### src/rtl/tamper_pkg.sv
package tamper_pkg;

  typedef enum logic [1:0] {
    AUX_STAY_ON = 2'd0,
    AUX_FLOAT   = 2'd1,
    AUX_GROUND  = 2'd2
  } aux_mode_e;

  localparam int unsigned NUM_SENSE = 4;

  // Idle level of each sense input, bit i for tp_in[i].
  localparam logic [NUM_SENSE-1:0] SENSE_IDLE = 4'b0101;

  function automatic logic level_is_tamper(logic lvl, logic idle);
    return lvl != idle;
  endfunction

  // Returns {aux_en, aux_gnd} for a mode and alarm state.
  function automatic logic [1:0] aux_drive(aux_mode_e mode, logic active);
    logic [1:0] r;
    r = 2'b10;
    if (active) begin
      case (mode)
        AUX_STAY_ON: r = 2'b10;
        AUX_FLOAT:   r = 2'b00;
        AUX_GROUND:  r = 2'b01;
        default:     r = 2'b00;
      endcase
    end
    return r;
  endfunction

endpackage

### src/rtl/tamper_input_filter.sv
module tamper_input_filter #(
  parameter int unsigned FILT_CYCLES = 16,
  parameter logic        IDLE_LVL    = 1'b1
) (
  input  logic clk,
  input  logic rst_n,
  input  logic pin,
  output logic hit
);
  localparam int unsigned CW = $clog2(FILT_CYCLES + 1);
  localparam logic [CW-1:0] LAST = CW'(FILT_CYCLES - 1);

  logic          sync_a, sync_b, level_q;
  logic [CW-1:0] stable_cnt;

  always_ff @(posedge clk or negedge rst_n) begin
    if (!rst_n) begin
      sync_a     <= IDLE_LVL;
      sync_b     <= IDLE_LVL;
      level_q    <= IDLE_LVL;
      stable_cnt <= '0;
    end else begin
      sync_a <= pin;
      sync_b <= sync_a;
      if (sync_b == level_q) begin
        stable_cnt <= '0;
      end else if (stable_cnt == LAST) begin
        level_q    <= sync_b;
        stable_cnt <= '0;
      end else begin
        stable_cnt <= stable_cnt + 1'b1;
      end
    end
  end

  assign hit = tamper_pkg::level_is_tamper(level_q, IDLE_LVL);

endmodule

### src/rtl/tamper_arm_gate.sv
module tamper_arm_gate #(
  parameter int unsigned RECOV_CYCLES = 1024
) (
  input  logic clk,
  input  logic rst_n,
  input  logic main_ok,
  output logic armed
);
  localparam int unsigned RW = $clog2(RECOV_CYCLES + 1);
  localparam logic [RW-1:0] LAST = RW'(RECOV_CYCLES - 1);

  logic [RW-1:0] recov_cnt;

  always_ff @(posedge clk or negedge rst_n) begin
    if (!rst_n) begin
      armed     <= 1'b0;
      recov_cnt <= '0;
    end else if (!armed) begin
      if (!main_ok) begin
        recov_cnt <= '0;
      end else if (recov_cnt == LAST) begin
        armed     <= 1'b1;
        recov_cnt <= '0;
      end else begin
        recov_cnt <= recov_cnt + 1'b1;
      end
    end
  end

endmodule

### src/rtl/tamper_alarm_top.sv
module tamper_alarm_top #(
  parameter int unsigned FILT_CYCLES  = 16,
  parameter int unsigned RECOV_CYCLES = 1024,
  parameter int unsigned AUX_MODE     = 2
) (
  input  logic       clk,
  input  logic       rst_n,
  input  logic       main_ok,
  input  logic [3:0] tp_in,
  input  logic       ovr_volt,
  input  logic       und_volt,
  input  logic       ovr_temp,
  input  logic       und_temp,
  output logic       alarm_n,
  output logic       aux_en,
  output logic       aux_gnd
);
  import tamper_pkg::*;

  localparam aux_mode_e MODE = aux_mode_e'(AUX_MODE[1:0]);

  logic [NUM_SENSE-1:0] sense_hit;
  logic                 armed;
  logic                 phys_hit, volt_hit, temp_hit, any_cond, raise;

  for (genvar g = 0; g < NUM_SENSE; g++) begin : g_sense
    tamper_input_filter #(
      .FILT_CYCLES(FILT_CYCLES),
      .IDLE_LVL   (SENSE_IDLE[g])
    ) u_filt (
      .clk  (clk),
      .rst_n(rst_n),
      .pin  (tp_in[g]),
      .hit  (sense_hit[g])
    );
  end

  tamper_arm_gate #(
    .RECOV_CYCLES(RECOV_CYCLES)
  ) u_arm (
    .clk    (clk),
    .rst_n  (rst_n),
    .main_ok(main_ok),
    .armed  (armed)
  );

  assign phys_hit = |sense_hit;
  assign volt_hit = ovr_volt | und_volt;
  assign temp_hit = ovr_temp | und_temp;
  assign any_cond = phys_hit | volt_hit | temp_hit;
  assign raise    = armed & any_cond;

  always_ff @(posedge clk or negedge rst_n) begin
    if (!rst_n) begin
      alarm_n <= 1'b1;
      aux_en  <= 1'b1;
      aux_gnd <= 1'b0;
    end else begin
      alarm_n           <= ~raise;
      {aux_en, aux_gnd} <= aux_drive(MODE, raise);
    end
  end

endmodule

### config.mk
export PLATFORM = sky130hd
export DESIGN_NAME = tamper_alarm_top
export DESIGN_NICKNAME = d
export VERILOG_FILES = /design/src/rtl/tamper_pkg.sv /design/src/rtl/tamper_input_filter.sv /design/src/rtl/tamper_arm_gate.sv /design/src/rtl/tamper_alarm_top.sv
export SDC_FILE = /design/constraint.sdc
export NUM_CORES = 1
export LEC_CHECK = 0
export ABC_AREA = 1
export CAP_MARGIN = 30
export CORE_UTILIZATION = 55
export CTS_BUF_LIST = sky130_fd_sc_hd__clkbuf_8
export CTS_CLUSTER_SIZE = 30
export DETAILED_ROUTE_END_ITERATION = 10
export GPL_TIMING_DRIVEN = 0
export PLACE_DENSITY = 0.81
export SKIP_LAST_GASP = 1
export SLEW_MARGIN = 20
export SYNTH_ARGS = -nofsm -noshare
export SYNTH_HDL_FRONTEND = slang
export SYNTH_SLANG_ARGS = --single-unit
### constraint.sdc
create_clock -name clk -period 2.62 [get_ports clk]
set_input_delay 0.524 -clock clk [delete_from_list [all_inputs] [get_ports clk]]
set_output_delay 0.524 -clock clk [all_outputs]
set_load 0.05 [all_outputs]
==> results.md <==
* Sink Count at 46
* Post-layout nets at 236
* Final ANT Viol Nets at 0
* Max-cap violations at 0
* Net Switching at 295 uW
* CTS resizes at 0
* Number of distinct library cells after synthesis at 25
* Worst Path Required at 2100 ps
* Residual DRC at 0
* Rel. slew slack at 66.0%
* Gr ovfl total at 0
* Post-synthesis sequential area ratio at 59.6%
* Critical path peak fanout at 2
* Wire per inst at 11.5 um
* Global-route wire length before repair at 5.24 mm
* Die Width at 61.5 um
* Largest net degree at the start of global routing at 35
* Final WL at 3.06 mm
* Most common cell after layout, fill and taps aside: dfrtp_1
* Int Power at 1010 uW
* Worst setup path class: flip-flop to output port
* Post-DP HPWL at 2.31 mm
* GPL Wtd Cong at 0.788
* Logic gate share of total power at 6.0%
* Clk_lat worst skew at 300 ps
* Final clock skew at 8.61 ps
* GRT Total Usage at 19.8%
* Worst Max-Slew Pin Slew at 508 ps
* CTS Buf Count at 5
* Clock share of power at 36.4%
* Initial DRT Pass Iterations at 4
* CTS Hold Bufs at 0
* IO Pins at 14
* Power consumption at 1310 uW
* Core region area at 3360 um^2
* Share of layout cells above drive strength 1 at 13.6%
* Area grow syn2layout at 15.8%
* Sequential share of power at 57.6%
* Clk pin slew, worst setup/hold paths at 90 ps
* Via count at 1353
* Vias per cell at 5.07
* I/O Buffers at 13
* Syn_area_per_cell at 9.78 um^2
* Status: complete, no violations
* Clk root buf: clkbuf_8
* Initial antenna violation count at 0
* Power Density at 581 nW/um^2
* CP arrival at 1730 ps
* Switching Fraction at 22.5%
* Filler cells at 273
* Initial DRC count at 52
* Clock buffer depth at 2
* DIE AREA at 3780 um^2
* Unrepaired setup endpoints after global routing: false
* Final worst-path cycle share at 86.1%
* Starting Density at 57.9%
* Setup_tns at 0 ps
* Final setup violation count at 0
* Most frequent cells in the layout: 39 x dfrtp_1, 34 x nand2_1, 28 x nor2_1, 19 x inv_1, 16 x nand3_1
* #FFs+latches synth at 46
* Maximum vdd drop at 0.000363 V
* Ant diodes at 0
* Max-slew violations at 0
* Highest Clock Rate at 0.444 GHz
* Worst setup SP type: flip-flop
* Fin crit period at 2250 ps
* Mapped Cells at 199
* Vias in the first global route at 1293
* Ys Warns at 0
* Die height at 61.5 um
* Final hold violation count at 0
* Crit. End Element: output port
* Row count at 21
* Path category of the worst min-delay check: input port to async pin
* Syn_nets at 215
* Pleak at 0.00109 uW
* Htree depth at 2
* Cell Area, Synth at 1950 um^2
* CTS tree: yes
* Setup repair bufs after CTS at 0
[critical path, stage by stage (launching register included)]
cell	delay (ps)
dfstp_2	530
buf_4	100
clkdlybuf4s50_1	800
[routing by layer]
layer	GRT usage [%]	up-vias	routed length (um)
met1	22.6	649	1370
met2	33.6	21	1550
li1	-	679	-
met5	0	-	0
met4	9.52	0	32
met3	6.51	4	112
[layout make-up]
cell class              instances  area (um^2)  area share, %
plain buffers                   1         7.51          0.333
clock buffers                   7         96.3           4.27
multi-input cells             130          696           30.9
well taps                      46         57.6           2.55
inverters                      22         83.8           3.72
clock inverters                 1         8.76          0.388
repair buffers                 14          145           6.44
flip-flops and latches         46         1160           51.4
[logic make-up after synthesis]
group | after synthesis | synth area share [%]
xor gates and xnor gates | 11 | 4.95
buffers and inverters | 23 | 4.69
AOI/OAI and AO/OA | 17 | 4.82
and+or+nand+nor | 97 | 22.8
DFF | 46 | 59.6
adders and majority gates | 5 | 3.21
[cell usage after synthesis, drive strengths merged]
library cell / n / area share (%)
a21oi: 7 / 1.8
and3: 4 / 1.3
buf: 1 / 0.39
clkinv: 1 / 0.26
dfrtp: 39 / 50
dfstp: 7 / 9.4
ha: 5 / 3.2
inv: 21 / 4.0
nand2: 37 / 7.5
nand3: 18 / 5.1
nand4: 3 / 0.96
nor2: 30 / 6.3
nor3: 5 / 1.5
o21ai: 8 / 2.1
o21bai: 2 / 0.96
xnor2: 4 / 1.8
xor2: 7 / 3.1
[sequential cells by signal, summed over array words and instances, names as in the netlist]
signal,flops
g_sense.u_filt.hit,2
g_sense.u_filt.stable_cnt,20
g_sense.u_filt.level_q,2
aux_gnd,1
g_sense.u_filt.sync_b,4
alarm_n,1
u_arm.armed,1
g_sense.u_filt.sync_a,4
u_arm.recov_cnt,11
[power groups by stage]
stage | Sequential (uW) | Combinational [uW] | Clock (uW)
2_1_floorplan | 764 | 40.5 | 0
3_3_place_gp | 767 | 75.3 | 0
3_5_place_dp | 768 | 81.5 | 0
4_1_cts | 754 | 81.5 | 490
5_1_grt | 758 | 92.6 | 522
6_report | 754 | 78.6 | 476
[through the flow]
step	worst slack [ps]	instances	area, um^2	hold WS (ps)	util, %
2_1_floorplan	1180	199	1950	228	-
3_3_place_gp	-175	258	2130	332	63.5
3_5_place_dp	689	259	2150	335	63.9
4_1_cts	350	267	2250	110	67.0
5_1_grt	308	267	2250	122	67.0
6_report	365	267	2250	103	67.0
[path summary, 6_finish.rpt]
kind                                          startpoint                        to  slack, ps  cells past startpoint
worst min register to register  g_sense[3].u_filt.sync_a  g_sense[3].u_filt.sync_b        350                      0
worst max-delay path                             alarm_n                    aux_en        370                      2
min in group clk                g_sense[3].u_filt.sync_a  g_sense[3].u_filt.sync_b        350                      0
max in group asynchronous                          rst_n  g_sense[0].u_filt.sync_a       1970                      2
worst max register to register        u_arm.recov_cnt[1]        u_arm.recov_cnt[7]       1260                      8
worst min-delay path                               rst_n  g_sense[1].u_filt.sync_b        100                      1
Note: power is estimated with default switching activity, not from simulation.
